`config.mk`:
```
export PLATFORM = sky130hd
export DESIGN_NAME = plcp_assembler
export DESIGN_NICKNAME = d
export VERILOG_FILES = /design/src/rtl/plcp_pkg.sv /design/src/rtl/plcp_seq.sv /design/src/rtl/plcp_octet_src.sv /design/src/rtl/plcp_bip.sv /design/src/rtl/plcp_assembler.sv
export SDC_FILE = /design/constraint.sdc
export NUM_CORES = 1
export LEC_CHECK = 0
export ABC_AREA = 1
export BUFFER_PORTS_ARGS = -buffer_cell sky130_fd_sc_hd__buf_2
export CAP_MARGIN = 5
export CORE_MARGIN = 2
export CORE_UTILIZATION = 54
export DETAILED_ROUTE_END_ITERATION = 8
export PLACE_DENSITY_LB_ADDON = 0.25
export SYNTH_ARGS = -nofsm -noshare
export SYNTH_HDL_FRONTEND = slang
export SYNTH_HIERARCHICAL = 1
export SYNTH_SLANG_ARGS = --single-unit
export TNS_END_PERCENT = 5
```
`constraint.sdc`:
```
create_clock -name clk -period 1.64 [get_ports clk]
set_input_delay 0 -clock clk [delete_from_list [all_inputs] [get_ports clk]]
set_output_delay 0 -clock clk [all_outputs]
set_load 0.02 [all_outputs]
```
`src/rtl/plcp_pkg.sv`:
```
package plcp_pkg;
  localparam int CELL_OCTS = 53;
  localparam int ROW_PFX   = 4;
  localparam int ROW_OCTS  = ROW_PFX + CELL_OCTS;
  localparam int OCT_W     = $clog2(ROW_OCTS);

  localparam logic [7:0] FRM_HI   = 8'hF6;
  localparam logic [7:0] FRM_LO   = 8'h28;
  localparam logic [7:0] IDL_HEC  = 8'h52;
  localparam logic [7:0] IDL_FILL = 8'h6A;
  localparam logic [3:0] STF_EVEN = 4'hC;
  localparam logic [3:0] STF_ODD  = 4'hD;

  // position code by rows remaining (0 = last row)
  function automatic logic [7:0] pos_code(input logic [3:0] rem);
    case (rem)
      4'd0:    pos_code = 8'h01;
      4'd1:    pos_code = 8'h04;
      4'd2:    pos_code = 8'h08;
      4'd3:    pos_code = 8'h0D;
      4'd4:    pos_code = 8'h10;
      4'd5:    pos_code = 8'h15;
      4'd6:    pos_code = 8'h19;
      4'd7:    pos_code = 8'h1C;
      4'd8:    pos_code = 8'h20;
      4'd9:    pos_code = 8'h25;
      4'd10:   pos_code = 8'h29;
      4'd11:   pos_code = 8'h2C;
      default: pos_code = 8'h00;
    endcase
  endfunction

  function automatic logic [7:0] idle_octet(input logic [OCT_W-1:0] idx);
    if (idx < OCT_W'(3))       idle_octet = 8'h00;
    else if (idx == OCT_W'(3)) idle_octet = 8'h01;
    else if (idx == OCT_W'(4)) idle_octet = IDL_HEC;
    else                       idle_octet = IDL_FILL;
  endfunction
endpackage

```
`src/rtl/plcp_seq.sv`:
```
module plcp_seq
  import plcp_pkg::*;
#(
  parameter int NROWS     = 12,
  parameter int TRL_SHORT = 13,
  parameter int TRL_LONG  = 14,
  localparam int ROW_W    = $clog2(NROWS),
  localparam int TRL_W    = $clog2(TRL_LONG + 1)
) (
  input  logic             clk,
  input  logic             rst,
  input  logic             step,
  input  logic             stuff_req,
  output logic             in_trl,
  output logic [ROW_W-1:0] row_k,
  output logic [OCT_W-1:0] oct,
  output logic             hi,
  output logic [TRL_W-1:0] trl_idx,
  output logic             trl_long,
  output logic             wrap
);
  localparam bit CAN_STUFF = (TRL_LONG != TRL_SHORT);

  logic trl_end;
  assign trl_end = trl_idx == (trl_long ? TRL_W'(TRL_LONG - 1) : TRL_W'(TRL_SHORT - 1));
  assign wrap    = step && in_trl && trl_end;

  always_ff @(posedge clk) begin
    if (rst) begin
      in_trl   <= 1'b0;
      row_k    <= ROW_W'(NROWS - 1);
      oct      <= '0;
      hi       <= 1'b1;
      trl_idx  <= '0;
      trl_long <= 1'b0;
    end else if (step) begin
      if (in_trl) begin
        if (trl_end) begin
          in_trl   <= 1'b0;
          row_k    <= ROW_W'(NROWS - 1);
          oct      <= '0;
          hi       <= 1'b1;
          trl_idx  <= '0;
          trl_long <= stuff_req && CAN_STUFF;
        end else begin
          trl_idx <= trl_idx + 1'b1;
        end
      end else if (hi) begin
        hi <= 1'b0;
      end else begin
        hi <= 1'b1;
        if (oct == OCT_W'(ROW_OCTS - 1)) begin
          oct <= '0;
          if (row_k == '0) in_trl <= 1'b1;
          else             row_k  <= row_k - 1'b1;
        end else begin
          oct <= oct + 1'b1;
        end
      end
    end
  end

  p_oct_range_r2: assert property (@(posedge clk) disable iff (rst)
    oct <= OCT_W'(ROW_OCTS - 1));
  p_trl_bound_r5: assert property (@(posedge clk) disable iff (rst)
    in_trl |-> trl_idx < (trl_long ? TRL_W'(TRL_LONG) : TRL_W'(TRL_SHORT)));
  p_seq_hold_r10: assert property (@(posedge clk) disable iff (rst)
    !step |=> $stable(oct) && $stable(trl_idx) && $stable(hi));
endmodule

```
`src/rtl/plcp_octet_src.sv`:
```
module plcp_octet_src
  import plcp_pkg::*;
#(
  parameter int ROW_W = 4
) (
  input  logic             clk,
  input  logic             rst,
  input  logic             step,
  input  logic             in_trl,
  input  logic             hi,
  input  logic [ROW_W-1:0] row_k,
  input  logic [OCT_W-1:0] oct,
  input  logic             trl_long,
  input  logic [7:0]       b1_val,
  input  logic             in_valid,
  input  logic [7:0]       in_data,
  output logic [7:0]       octet,
  output logic             in_ready
);
  logic             row_real, real_now, cell_pos, first_cell;
  logic [OCT_W-1:0] cidx;
  logic [7:0]       oh;

  assign first_cell = oct == OCT_W'(ROW_PFX);
  assign cell_pos   = oct >= OCT_W'(ROW_PFX);
  assign cidx       = oct - OCT_W'(ROW_PFX);
  assign real_now   = first_cell ? in_valid : row_real;
  assign in_ready   = !rst && step && hi && !in_trl && cell_pos && real_now && in_valid;

  always_ff @(posedge clk) begin
    if (rst) row_real <= 1'b0;
    else if (step && hi && !in_trl && first_cell) row_real <= in_valid;
  end

  always_comb begin
    if (row_k == '0)             oh = trl_long ? 8'hFF : 8'h00;
    else if (row_k == ROW_W'(4)) oh = b1_val;
    else                         oh = 8'h00;
  end

  always_comb begin
    case (oct)
      OCT_W'(0): octet = FRM_HI;
      OCT_W'(1): octet = FRM_LO;
      OCT_W'(2): octet = pos_code(4'(row_k));
      OCT_W'(3): octet = oh;
      default:   octet = (real_now && in_valid) ? in_data : idle_octet(cidx);
    endcase
  end

  p_ready_valid_r9: assert property (@(posedge clk) disable iff (rst)
    in_ready |-> in_valid && step);
  p_idle_row_r8: assert property (@(posedge clk) disable iff (rst)
    (!row_real && oct > OCT_W'(ROW_PFX)) |-> !in_ready);
endmodule

```
`src/rtl/plcp_bip.sv`:
```
module plcp_bip
  import plcp_pkg::*;
(
  input  logic             clk,
  input  logic             rst,
  input  logic             step,
  input  logic             hi,
  input  logic             in_trl,
  input  logic [OCT_W-1:0] oct,
  input  logic [7:0]       octet,
  input  logic             wrap,
  output logic [7:0]       b1_val
);
  logic [7:0] acc;

  always_ff @(posedge clk) begin
    if (rst) begin
      acc    <= '0;
      b1_val <= '0;
    end else if (wrap) begin
      acc    <= '0;
      b1_val <= acc;
    end else if (step && hi && !in_trl && oct >= OCT_W'(2)) begin
      acc <= acc ^ octet;
    end
  end

  p_b1_hold_r7: assert property (@(posedge clk) disable iff (rst)
    !wrap |=> $stable(b1_val));
  p_acc_clear_r7: assert property (@(posedge clk) disable iff (rst)
    wrap |=> acc == 8'h00);
endmodule

```
`src/rtl/plcp_assembler.sv`:
```
module plcp_assembler
  import plcp_pkg::*;
#(
  parameter int NROWS = 12
) (
  input  logic       clk,
  input  logic       rst,
  input  logic       in_valid,
  input  logic [7:0] in_data,
  output logic       in_ready,
  input  logic       stuff_req,
  input  logic       nib_en,
  output logic [3:0] out_nib,
  output logic       out_sof
);
  localparam int TRL_SHORT = (NROWS == 12) ? 13 : 12;
  localparam int TRL_LONG  = (NROWS == 12) ? 14 : 12;
  localparam int ROW_W     = $clog2(NROWS);
  localparam int TRL_W     = $clog2(TRL_LONG + 1);

  logic             in_trl, hi, trl_long, wrap;
  logic [ROW_W-1:0] row_k;
  logic [OCT_W-1:0] oct;
  logic [TRL_W-1:0] trl_idx;
  logic [7:0]       octet, b1_val;
  logic [3:0]       lo_hold;

  plcp_seq #(.NROWS(NROWS), .TRL_SHORT(TRL_SHORT), .TRL_LONG(TRL_LONG)) u_seq (
    .clk(clk), .rst(rst), .step(nib_en), .stuff_req(stuff_req),
    .in_trl(in_trl), .row_k(row_k), .oct(oct), .hi(hi),
    .trl_idx(trl_idx), .trl_long(trl_long), .wrap(wrap)
  );

  plcp_octet_src #(.ROW_W(ROW_W)) u_src (
    .clk(clk), .rst(rst), .step(nib_en), .in_trl(in_trl), .hi(hi),
    .row_k(row_k), .oct(oct), .trl_long(trl_long), .b1_val(b1_val),
    .in_valid(in_valid), .in_data(in_data), .octet(octet), .in_ready(in_ready)
  );

  plcp_bip u_bip (
    .clk(clk), .rst(rst), .step(nib_en), .hi(hi), .in_trl(in_trl),
    .oct(oct), .octet(octet), .wrap(wrap), .b1_val(b1_val)
  );

  always_ff @(posedge clk) begin
    if (rst) begin
      out_nib <= '0;
      out_sof <= 1'b0;
      lo_hold <= '0;
    end else if (nib_en) begin
      out_sof <= !in_trl && hi && oct == '0 && row_k == ROW_W'(NROWS - 1);
      if (in_trl) begin
        out_nib <= trl_idx[0] ? STF_ODD : STF_EVEN;
      end else if (hi) begin
        out_nib <= octet[7:4];
        lo_hold <= octet[3:0];
      end else begin
        out_nib <= lo_hold;
      end
    end
  end

  p_trl_nib_r5: assert property (@(posedge clk) disable iff (rst)
    (nib_en && in_trl) |=> (out_nib == STF_EVEN || out_nib == STF_ODD));
  p_sof_a1_r2: assert property (@(posedge clk) disable iff (rst)
    out_sof |-> out_nib == FRM_HI[7:4]);
  p_out_hold_r10: assert property (@(posedge clk) disable iff (rst)
    !nib_en |=> $stable(out_nib) && $stable(out_sof));
  p_ready_step_r10: assert property (@(posedge clk) disable iff (rst)
    !nib_en |-> !in_ready);
endmodule

```
---- Yosys cells after proc, flatten, opt, wreduce, memory -nomap -nowiden ----
Memories as Yosys holds them, arrays and structs flattened. A register that Yosys moved wholly into a read port is not among the register bits.
Cells that the tools add are included.
storage, ports and cells
  register bits after elaboration ......... 43
  ROM bits ................................ 80
  memories kept ........................... 1
memory list
  memory            words  width  rd ports  clocked after memory_dff  wr ports  RTL line        RTL
  (name not given)  16     5      1         1                         0         plcp_pkg.sv:16  case (rem)
cells by class
  $add $sub $neg .......................... 4
  order comparisons ....................... 3
  eq/ne operators ......................... 13
  multiplexer cells ....................... 33
  bitwise logic cells ..................... 2
  reductions and logical operators ........ 28
operator list
  operator             count
  $mux 8               6
  $mux 4               10
  $pmux 8 s4           1
  $mux 6               5
  $eq 6x2->1 const B   3
  $logic_and 1x1->1    16
  $eq 6x3->1 const B   2
  $mux 1               11
  $reduce_and 3->1     3
  $xor 8x8->8          1
  $add 6x1->6 const B  1
  $eq 6x1->1 const B   1
  $eq 6x6->1 const B   1
  $ge 6x2->1 const B   1
  $ge 6x3->1 const B   1
  $logic_not 6->1      1
  $lt 6x2->1 const B   1
  $sub 6x3->6 const B  1
  $reduce_and 5->1     1
  $add 4x1->4 const B  1
  $eq 4x3->1 const B   1
  $eq 4x4->1           1
  $eq 4x4->1 const B   1
  $logic_not 4->1      1
  other kinds (8)      11

---- Depth between registers and ports, before layout ----
Gate-level depths: netlist of run 1.
  depth in word-level cells ............... 9
  mapped depth ............................ 14
  mapped depth without buffers ............ 14

---- Hierarchy ----
Netlist of run 1, hierarchy kept.
by module, submodules not included
  module          instances  cells an instance  area an instance (µm²)
  plcp_seq        1          153                998.5
  plcp_bip        1          108                799.5
  plcp_octet_src  1          114                625.6
  plcp_assembler  1          59                 420.4

---- Least setup slack after synthesis of run 1 ----
No wires, ideal clock.
  kind .................................... register -> register
  start ................................... register u_seq.row_k[0]
  end ..................................... register u_bip.acc[5]
  library setup time ...................... 0.066 ns
  data arrival time ....................... 1.645 ns
  data required time ...................... 1.574 ns
  slack ................................... -0.072 ns
  cell stages (with the launch flop) ...... 13
  clock period less this slack ............ 1.712 ns
  path through ............................ dfxtp_1 > inv_1 > ha_1 > clkbuf_1 > nand4_1 > nand2_2 > o21ai_0 > inv_1 > a21oi_2 > nand2_1 > nand2_1 > nand3_1 > a21oi_2
on the way
  longest elaborated chain between the ends .. 5
RTL lines
  what                      RTL line              RTL
  start: declaration        plcp_seq.sv:15        output logic [ROW_W-1:0] row_k,
  start signal: assignment  plcp_seq.sv:31        row_k <= ROW_W'(NROWS - 1);
  start signal: assignment  plcp_seq.sv:40        row_k <= ROW_W'(NROWS - 1);
  start signal: assignment  plcp_seq.sv:55        else row_k <= row_k - 1'b1;
  $eq 4x3->1                plcp_octet_src.sv:37  else if (row_k == ROW_W'(4)) oh = b1_val;
  $mux 8                    plcp_octet_src.sv:37
  $mux 8 *                  plcp_octet_src.sv:36  if (row_k == '0) oh = trl_long ? 8'hFF : 8'h00;
  $pmux 8 s4 *              plcp_octet_src.sv:42  case (oct)
  via octet[5]              plcp_assembler.sv:25  logic [7:0] octet, b1_val;
  $xor 8x8->8 *             plcp_bip.sv:24        acc <= acc ^ octet;
  end signal: assignment    plcp_bip.sv:24
  end: declaration          plcp_bip.sv:14        logic [7:0] acc;
The timed path passes the listed nets; every way through them passes the cells marked *.
A chain may end at the register's enable or synchronous reset.

---- Final worst setup path of run 1 ----
  start ................................... register u_seq.oct[5]
  end ..................................... register u_bip.acc[5]
on the way
  longest elaborated chain between the ends .. 8
RTL lines
  what                                                 RTL line              RTL
  start: declaration                                   plcp_seq.sv:16        output logic [OCT_W-1:0] oct,
  start signal: assignment                             plcp_seq.sv:57        oct <= oct + 1'b1;
  branches (longest 6 deep; another with $sub 6x3->6)  --
  $pmux 8 s4 *                                         plcp_octet_src.sv:42
  via octet[5]                                         plcp_assembler.sv:25
  $xor 8x8->8 *                                        plcp_bip.sv:24
Mark *: on every way through the listed nets, which the timed path passes.

==> flow_summary.ini, run 1 <==
[timing]
rsz0062_at_grt = yes
finalMaxSlewViolations = 0
finalSetupViolations = 4
worst_slack_ns = -0.0439
finClkSkew_ns = 0.00844
fmax_mhz = 594
min_period_ns = 1.68
maxSlewHeadroom_pct = 68.5
hold_viol = 0
worst_slew_pin_slew_ns = 0.472
min_period_over_period_pct = 103
setup_tns_ns = -0.126

[layout]
n_fill_cell = 451
drive_above_1_share_pct = 28.0
fin_cells = 552
syn2layout_area_growth_pct = 21.3
diodes = 0
nets = 500

[place]
routabilityCongestion = 0.910
dp_cells = 539
dp_hpwl_um = 5330
io_buffers = 18
pre_cts_slack_ns = -0.106

[clock_network]
clk_latency_ns = 0.31
cts_tree = done
cts-buffers-inserted = 5
clkTransAtPathRegs_ns = 0.09
cts-root-buf = clkbuf_8
cts_max_path_buffers = 2
cts_max_level = 2
cts.sinks = 43

[drt]
remaining_drc_errors = 0
drt_iter0_drc = 295
wirelength_um = 7300
ant_nets = 0
drt-pass1-iter-count = 5
wl_per_cell_um = 13.2
avgViaCountPerCell = 5.33
vias = 2944

[critical_path]
crit_arrival_ns = 1.87
worstReg2RegStart = u_seq/oct[5]$_SDFFE_PP0P_
critical_path_class = flip-flop to flip-flop
critPathLaunchType = flip-flop
crit_fanout = 6
r2r-end = u_bip/acc[5]$_SDFFE_PP0P_
crit_required_ns = 1.83
critPathCaptureType = flip-flop
r2r_cells = 12
rrSetupSlack_ns = -0.04

[yosys]
ys_types = 34
syn-instance-count = 434
yosysSeqAreaShare_pct = 30.3
netlist_area_um2 = 2840
synthesis.nets = 453
syn-mean-instance-area_um2 = 6.55
yosys_register_bits = 43
synth_warnings = 6

[power_and_ir_drop]
p_sw_share_pct = 29.0
seqPwrFrac_pct = 46.6
pwr-share-clk_pct = 36.7
vdd_drop_max_v = 0.000614
power_density_nw_per_um2 = 683
p_leak_nw = 1.55
pwr-share-comb_pct = 16.6
total_power_mw = 2.36
internal_power_mw = 1.67
p_switching_mw = 0.684

[global_routing]
grt_pass1_vias = 2663
gr-usage-met3_pct = 7.23
grt_use_total_pct = 25.2
antenna_found_initial = 0
grt_util_met1_pct = 33.5
grt.overflow.total = 0
grt_max_degree = 17
grtUsageMet2_pct = 40.4
busiest_layer = met2
grt_pass1_wl_um = 12000

[worst_hold_path]
min_path_type = input pin to flip-flop
holdPathEnd = u_src/row_real$_SDFFE_PP0P_
whs_path_depth = 3
hold_start = in_valid

[floorplan]
dieArea_um2 = 5860
initial_core_util_pct = 55.7
coreArea_um2 = 5110
die_w_um = 76.6
pin_count = 19
dieHeight_um = 76.6
num_rows = 26

[run_status]
violations = setup timing
status = finished, violations left

[run]
drv_cap = 0
registers in the layout, summed over array words and instances (netlist names):
name	flops
u_seq/in_trl	1
u_seq/row_k	4
u_src/row_real	1
u_seq/hi	1
out_nib	4
u_seq/oct	6
u_seq/trl_idx	4
u_seq/trl_long	1
u_bip/acc	8
out_sof	1
lo_hold	4
u_bip/b1_val	8
layer usage:
layer / vias to the layer above / part of all wire, %
met5: - / 0
met4: 0 / 0.99
met3: 8 / 5.9
met2: 93 / 48
met1: 1355 / 46
li1: 1488 / -
what timing repair did:
action | in CTS | in global routing
hold endpoints to repair | 2 | 0
setup buffers | 0 | 3
setup endpoints to repair | 12 | 27
pin swaps | 4 | 25
gates resized for setup | 13 | 39
hold buffers | 2 | 0
cell usage after synthesis:
cell type / instances / area (um^2)
a211oi_1: 8 / 60.1
a21boi_0: 1 / 7.51
a21o_1: 1 / 7.51
a21oi_1: 17 / 85.1
a21oi_2: 10 / 87.6
buf_2: 2 / 10.0
buf_4: 2 / 15.0
buf_6: 4 / 45.0
clkbuf_1: 1 / 3.75
dfxtp_1: 43 / 861
ha_1: 6 / 75.1
inv_1: 65 / 244
inv_2: 4 / 15.0
nand2_1: 104 / 390
nand2_2: 7 / 43.8
nand2_4: 2 / 22.5
nand3_1: 37 / 185
nand3_2: 4 / 40.0
nand3_4: 1 / 17.5
nand3b_1: 5 / 37.5
nand4_1: 8 / 50.1
nor2_1: 45 / 169
nor2_2: 6 / 37.5
nor2_4: 7 / 78.8
nor3_1: 4 / 20.0
nor4_1: 1 / 6.26
o211ai_1: 7 / 52.6
o21a_1: 1 / 7.51
o21ai_0: 21 / 105
o21ai_1: 3 / 15.0
or2_1: 2 / 12.5
or2_2: 3 / 18.8
xnor2_1: 1 / 8.76
xor2_1: 1 / 8.76
final cells by class:
class | count | area (um^2) | area share [%]
well taps | 70 | 87.6 | 2.54
clock buffers | 5 | 68.8 | 1.99
clock inverters | 3 | 46.3 | 1.34
flip-flops and latches | 43 | 876 | 25.4
repair buffers | 49 | 328 | 9.50
inverters | 69 | 259 | 7.51
multi-input cells | 313 | 1790 | 51.7
worst max path at each step:
stage	from	endpoint	slack, ns	cells past startpoint
2_1_floorplan	u_seq/oct[2]$_SDFFE_PP0P_	u_bip/acc[3]$_SDFFE_PP0P_	0.0005	12
3_3_place_gp	u_seq/oct[3]$_SDFFE_PP0P_	u_bip/acc[5]$_SDFFE_PP0P_	-0.11	11
3_5_place_dp	u_seq/row_k[1]$_SDFFE_PP1P_	u_bip/acc[5]$_SDFFE_PP0P_	-0.11	12
4_1_cts	u_seq/oct[2]$_SDFFE_PP0P_	u_bip/acc[5]$_SDFFE_PP0P_	-0.01	11
6_report	u_seq/oct[5]$_SDFFE_PP0P_	u_bip/acc[5]$_SDFFE_PP0P_	-0.04	12
5_1_grt	u_seq/oct[5]$_SDFFE_PP0P_	u_bip/acc[5]$_SDFFE_PP0P_	-0.15	11
cell families after synthesis:
group,count (synthesis),share of synthesized area [%]
buf+inv,78,11.7
flops,43,30.3
xor+xnor,2,0.616
simple gates,236,39.7
fa+ha+maj,6,2.64
compound gates,69,15.0
critical path: stages, from the launching register on:
cell     delay, ns
dfxtp_2       0.34
nor2_4        0.17
nand2_4       0.11
nor2_4        0.16
nand2_4       0.09
o21ai_2       0.18
inv_2         0.06
a21oi_4       0.16
inv_1         0.06
nand2_1       0.06
nand2_1       0.06
nand3_2       0.07
a21oi_2       0.05
layout by cell type (no fill, tap or decap), drive strengths merged, types with 8 or more instances in the layout:
master	netlist	routed
a211oi	8	8
a21oi	27	27
buf	8	47
dfxtp	43	43
inv	69	70
nand2	113	113
nand3	42	42
nand4	8	8
nor2	58	58
o21ai	24	24
per-stage QoR:
step	hold slack (ns)	area [um^2]	util (%)
finish	0.0222	3450	67.6
global route	0.0273	3450	67.6
CTS	0.0195	3310	64.8
detailed placement	0.275	3140	61.6
global placement	0.267	3140	61.6
floorplan	0.0624	2850	-
power by group through the flow:
stage                     clock, mW  sequential (mW)  combinational [mW]
after detailed placement          0             1.12               0.355
final                         0.867             1.10               0.392
after global placement            0             1.12               0.351
after floorplan                   0             1.14               0.213
after global routing          0.926             1.10               0.434
after CTS                     0.877             1.10               0.363
(Power assumes the default switching activity.)
==> run 2, diff against run 1 <==
- PLACE_DENSITY: default -> 0.72
- PLACE_DENSITY_LB_ADDON: 0.25 -> default
==> run 2 against run 1 <==
The run still ends with setup timing left. Clock skew about the same. Design area increased by 0.11%. Clock power decreased by 4.2%. Combinational power decreased by 1%. Global-route usage decreased by 0.53 points. Sequential power about the same. Via count decreased by 1.3%. Register-to-register slack improved by 0.03 ns. Flip-flop and latch count unchanged. Setup slack improved by 0.026 ns.
==> flow_summary.ini, run 2 (synthesis gave the netlist of run 1 again) <==
[run_status]
status = finished, violations left
violations = setup timing

[critical_path]
crit_required_ns = 1.87
critPathCaptureType = flip-flop
critical_path_class = flip-flop to flip-flop
crit_arrival_ns = 1.89
startpoint = u_seq/oct[5]$_SDFFE_PP0P_
crit_fanout = 6
worstReg2RegStart = u_seq/oct[5]$_SDFFE_PP0P_
critPathLaunchType = flip-flop

[timing]
holdWs_ns = 0.0284
setup_tns_ns = -0.0208
fmax_mhz = 603
maxSlewHeadroom_pct = 62.5
min_period_ns = 1.66
finalSetupViolations = 3
rsz0062_at_grt = yes
finalMaxSlewViolations = 0
hold_viol = 0
min_period_over_period_pct = 101
finClkSkew_ns = 0.00870
worst_slew_pin_slew_ns = 0.563
worst_slack_ns = -0.0176

[layout]
layout_common_cells = nand2_1 (101), inv_1 (60), nor2_1 (41)
reg_top3 = u_bip/acc: 8 flops, u_bip/b1_val: 8 flops, u_seq/oct: 6 flops
n_fill_cell = 450
drive_above_1_share_pct = 27.7
finalCoreUtilization_pct = 67.6
diodes = 0
syn2layout_area_growth_pct = 21.5
nets = 502
layout_commonest_cell = nand2_1
fin_cells = 554

[run]
drv_cap = 0

[floorplan]
dieHeight_um = 76.6
coreArea_um2 = 5110
die_w_um = 76.6
num_rows = 26
dieArea_um2 = 5860
pin_count = 19
initial_core_util_pct = 55.7

[drt]
ant_nets = 0
drt_iter0_drc = 255
wl_per_cell_um = 13.1
wirelength_um = 7260
vias = 2907
remaining_drc_errors = 0
avgViaCountPerCell = 5.25
drt-pass1-iter-count = 5

[clock_network]
cts_tree = done
cts-root-buf = clkbuf_8
clk_latency_ns = 0.29
cts-buffers-inserted = 5
cts_max_level = 2
clkTransAtPathRegs_ns = 0.09
cts_max_path_buffers = 2
cts.sinks = 43

[place]
io_buffers = 18
routabilityCongestion = 0.887
dp_hpwl_um = 5360
dp_cells = 540

[global_routing]
grt_pass1_vias = 2588
antenna_found_initial = 0
grt_use_total_pct = 24.7
grt_pass1_wl_um = 11800
grt.overflow.total = 0
grt_max_degree = 17

[power_and_ir_drop]
power_density_nw_per_um2 = 671
vdd_drop_max_v = 0.000689
p_leak_nw = 1.56

[worst_hold_path]
hold_start = in_valid
min_path_type = input pin to flip-flop
run 2: cell count changes in the layout (fill, tap and decap cells not counted), moves of 2 or more:
cell     previous run  this run
a21oi_1            15        13
nor2_2              9         7
inv_2              10         8
o21ai_0            15        17
a21oi_2            11        13
nor2_1             39        41
nand3_2             7         9
run 2: layout make-up:
type | instances | area [um^2] | share of cell area [%]
clock buffers | 5 | 68.8 | 1.99
clock inverters | 3 | 43.8 | 1.27
inverters | 69 | 262 | 7.57
multi-input cells | 313 | 1770 | 51.2
flip-flops and latches | 43 | 878 | 25.4
well taps | 70 | 87.6 | 2.54
repair buffers | 51 | 347 | 10.0
run 2: per-layer routing:
metal / vias to the layer above / track usage (%) / share of wire (%) / routed length, um
li1: 1489 / - / - / -
met1: 1327 / 34.1 / 46 / 3360
met2: 89 / 41.0 / 47 / 3430
met3: 2 / 3.79 / 6.2 / 451
met4: 0 / 4.91 / 0.29 / 21
met5: - / 0 / 0 / 0
run 2: stage by stage:
step / total power, mW / setup slack (ns) / area (um^2)
2_1_floorplan: 1.36 / 0.000475 / 2850
3_3_place_gp: 1.47 / -0.0373 / 3150
6_report: 2.32 / -0.0176 / 3450
5_1_grt: 2.42 / -0.127 / 3450
3_5_place_dp: 1.48 / -0.0803 / 3150
4_1_cts: 2.31 / -0.00917 / 3310
run 2: timing repair:
item | 4_1_cts | 5_1_grt
buffers inserted | 0 | 4
setup endpoints to repair | 12 | 25
hold buffers | 2 | 0
pin swaps | 3 | 21
resized for setup | 10 | 38
hold endpoints to repair | 3 | 0
run 2: where the power goes:
| group | switching [mW] | internal (mW) |
|---|---|---|
| Sequential | 0.0271 | 1.07 |
| Combinational | 0.247 | 0.141 |
| Clock | 0.377 | 0.454 |
| Total | 0.651 | 1.67 |
run 2: critical path, cell delays in order (launching register included):
cell	delay (ns)
dfxtp_2	0.35
nor2_4	0.18
nand2_4	0.12
nor2_4	0.11
nand2_2	0.09
o21ai_1	0.13
inv_1	0.07
a21oi_2	0.16
nand2_1	0.07
nand2_1	0.07
nand3_1	0.09
a21oi_2	0.14
run 2: path summary, 6_finish.rpt:
check                                end  slack, ns  cells past startpoint
max reg2reg    u_bip/acc[5]$_SDFFE_PP0P_      -0.02                     11
min          u_src/row_real$_SDFFE_PP0P_       0.03                      3
max            u_bip/acc[5]$_SDFFE_PP0P_      -0.02                     11
min reg2reg  u_src/row_real$_SDFFE_PP0P_       0.48                      2
==> run 3, diff against run 2 <==
- CELL_PAD_IN_SITES_DETAIL_PLACEMENT: default -> 1
- CELL_PAD_IN_SITES_GLOBAL_PLACEMENT: default -> 1
- CORE_UTILIZATION: 54 -> 39
- PLACE_DENSITY: 0.72 -> 0.73
- SKIP_CTS_REPAIR_TIMING: default -> 1
==> run 3 against run 2 <==
The run still ends with setup timing left. Highest routed layer unchanged. First-iteration DRC count fell by 57%. Critical path depth increased by 1. Power fell by 2.0%. Non-clock buffer count increased by 8. Sequential power hardly changed. Hold slack worse by 0.0084 ns. Combinational power grew 8.2%. Core utilization decreased by 17 points. Setup slack lost 0.078 ns. Via count up 3.7%.
==> flow_summary.ini, run 3 (synthesis gave the netlist of run 1 again) <==
[run_status]
status = finished, violations left
violations = setup timing

[critical_path]
critPathTopFamily = simple AND/OR/NAND/NOR gates
crit_arrival_ns = 1.91
r2r_cells = 12
path_depth = 12
critPathLaunchType = flip-flop
critPathCaptureType = flip-flop
critical_path_class = flip-flop to flip-flop
startpoint = u_seq/oct[3]$_SDFFE_PP0P_
max_stage_delay_ns = 0.38
crit_fanout = 6
slowest_stage = dfxtp_4
crit_required_ns = 1.81
crit_path_cell_trace = nor2_4 > nand2_4 > nor2_4 > nand2_4 > o21ai_1 > inv_1 > a21oi_2 > inv_1 > nand2_1 > nand2_1 > nand3_1 > a21oi_2
r2r-end = u_bip/acc[5]$_SDFFE_PP0P_
worstReg2RegStart = u_seq/oct[3]$_SDFFE_PP0P_
endpoint = u_bip/acc[5]$_SDFFE_PP0P_
rrSetupSlack_ns = -0.1
path_buf_inv = 2

[power_and_ir_drop]
p_leak_nw = 1.61
vdd_drop_max_v = 0.000302
power_density_nw_per_um2 = 633

[place]
dp_hpwl_um = 6520
dp_cells = 577
routabilityCongestion = 0.811
io_buffers = 18
postPlaceCellArea_um2 = 3250

[layout]
regArea_um2 = 882
drive_above_1_share_pct = 30.1
multi_input_area_um2 = 1810
syn2layout_area_growth_pct = 26.1
layout_common_cells = nand2_1 (99), inv_1 (60), nor2_1 (40), buf_4 (40), dfxtp_1 (34)
nets = 510
n_fill_cell = 990
reg_top3 = u_bip/acc: 8 flops, u_bip/b1_val: 8 flops, u_seq/oct: 6 flops
fin_area_um2 = 3590
fin_cells = 591
diodes = 0
layout_commonest_cell = nand2_1
finalCoreUtilization_pct = 50.3

[timing]
worst_slew_pin_slew_ns = 0.514
fmax_mhz = 576
setup_tns_ns = -0.405
hold_viol = 0
maxSlewHeadroom_pct = 65.7
worst_slack_ns = -0.0953
min_period_over_period_pct = 106
finalMaxSlewViolations = 0
min_period_ns = 1.74
finClkSkew_ns = 0.00508
rsz0062_at_grt = yes
finalSetupViolations = 10

[floorplan]
dieHeight_um = 89.4
num_rows = 31
coreArea_um2 = 7140
initial_core_util_pct = 39.8
die_w_um = 89.4
dieArea_um2 = 7990
pin_count = 19

[clock_network]
cts_max_path_buffers = 2
cts.sinks = 43
cts-buffers-inserted = 5
clk_latency_ns = 0.30
cts-root-buf = clkbuf_8
cts_tree = done
clkTransAtPathRegs_ns = 0.08
cts_max_level = 2

[drt]
vias = 3015
ant_nets = 0
remaining_drc_errors = 0
drt_iter0_drc = 109
avgViaCountPerCell = 5.10
drt-pass1-iter-count = 4
wirelength_um = 8970
wl_per_cell_um = 15.2

[global_routing]
grt_use_total_pct = 22.4
grt_pass1_wl_um = 14000
grt_pass1_vias = 3010
antenna_found_initial = 0
grt_max_degree = 17
grt.overflow.total = 0

[run]
drv_cap = 0

[worst_hold_path]
min_path_type = input pin to flip-flop
[run 3: worst register-to-register path: stages (launching register included)]
cell and delay, ns:
dfxtp_4 0.38, nor2_4 0.16, nand2_4 0.11, nor2_4 0.17, nand2_4 0.10, o21ai_1 0.14, inv_1 0.06, a21oi_2 0.15
inv_1 0.06, nand2_1 0.07, nand2_1 0.06, nand3_1 0.09, a21oi_2 0.06
[run 3: cell type report]
| class | count | area share (%) |
|---|---|---|
| Tap cell | 99 | 3.45 |
| Clock buffer | 8 | 2.79 |
| Inverter | 69 | 7.29 |
| Multi-Input combinational cell | 313 | 50.5 |
| Timing Repair Buffer | 59 | 11.4 |
| Sequential cell | 43 | 24.6 |
[run 3: worst min-delay path by stage]
stage,from,end,slack [ns],depth (start not counted)
global placement,stuff_req,u_seq/trl_long$_SDFFE_PP0P_,0.29,3
floorplan,rst,out_sof$_SDFFE_PP0P_,0.06,1
CTS,stuff_req,u_seq/trl_long$_SDFFE_PP0P_,0.02,3
global route,stuff_req,u_seq/trl_long$_SDFFE_PP0P_,0.05,3
detailed placement,stuff_req,u_seq/trl_long$_SDFFE_PP0P_,0.32,3
finish,stuff_req,u_seq/trl_long$_SDFFE_PP0P_,0.02,3
[run 3: through the flow]
| stage | setup slack (ns) | hold WS (ns) | total power [mW] |
|---|---|---|---|
| 2_1_floorplan | 0.000475 | 0.0624 | 1.36 |
| 6_report | -0.0953 | 0.0200 | 2.27 |
| 3_5_place_dp | -0.289 | 0.324 | 1.51 |
| 5_1_grt | -0.213 | 0.0453 | 2.39 |
| 3_3_place_gp | -0.181 | 0.292 | 1.50 |
| 4_1_cts | -0.329 | 0.0181 | 2.25 |
[run 3: report_power, final]
part           switching, mW  internal (mW)  leakage [nW]  total, mW
Sequential            0.0249           1.07         0.353       1.10
Clock                  0.370          0.385        0.0515      0.755
Combinational          0.268          0.153          1.21      0.420
[run 3: routing by layer]
metal	track usage, %	routed length [um]	up-vias
met1	29.2	4120	1436
li1	-	-	1509
met5	0	0	-
met4	5.02	149	0
met3	2.95	285	15
met2	39.4	4410	55
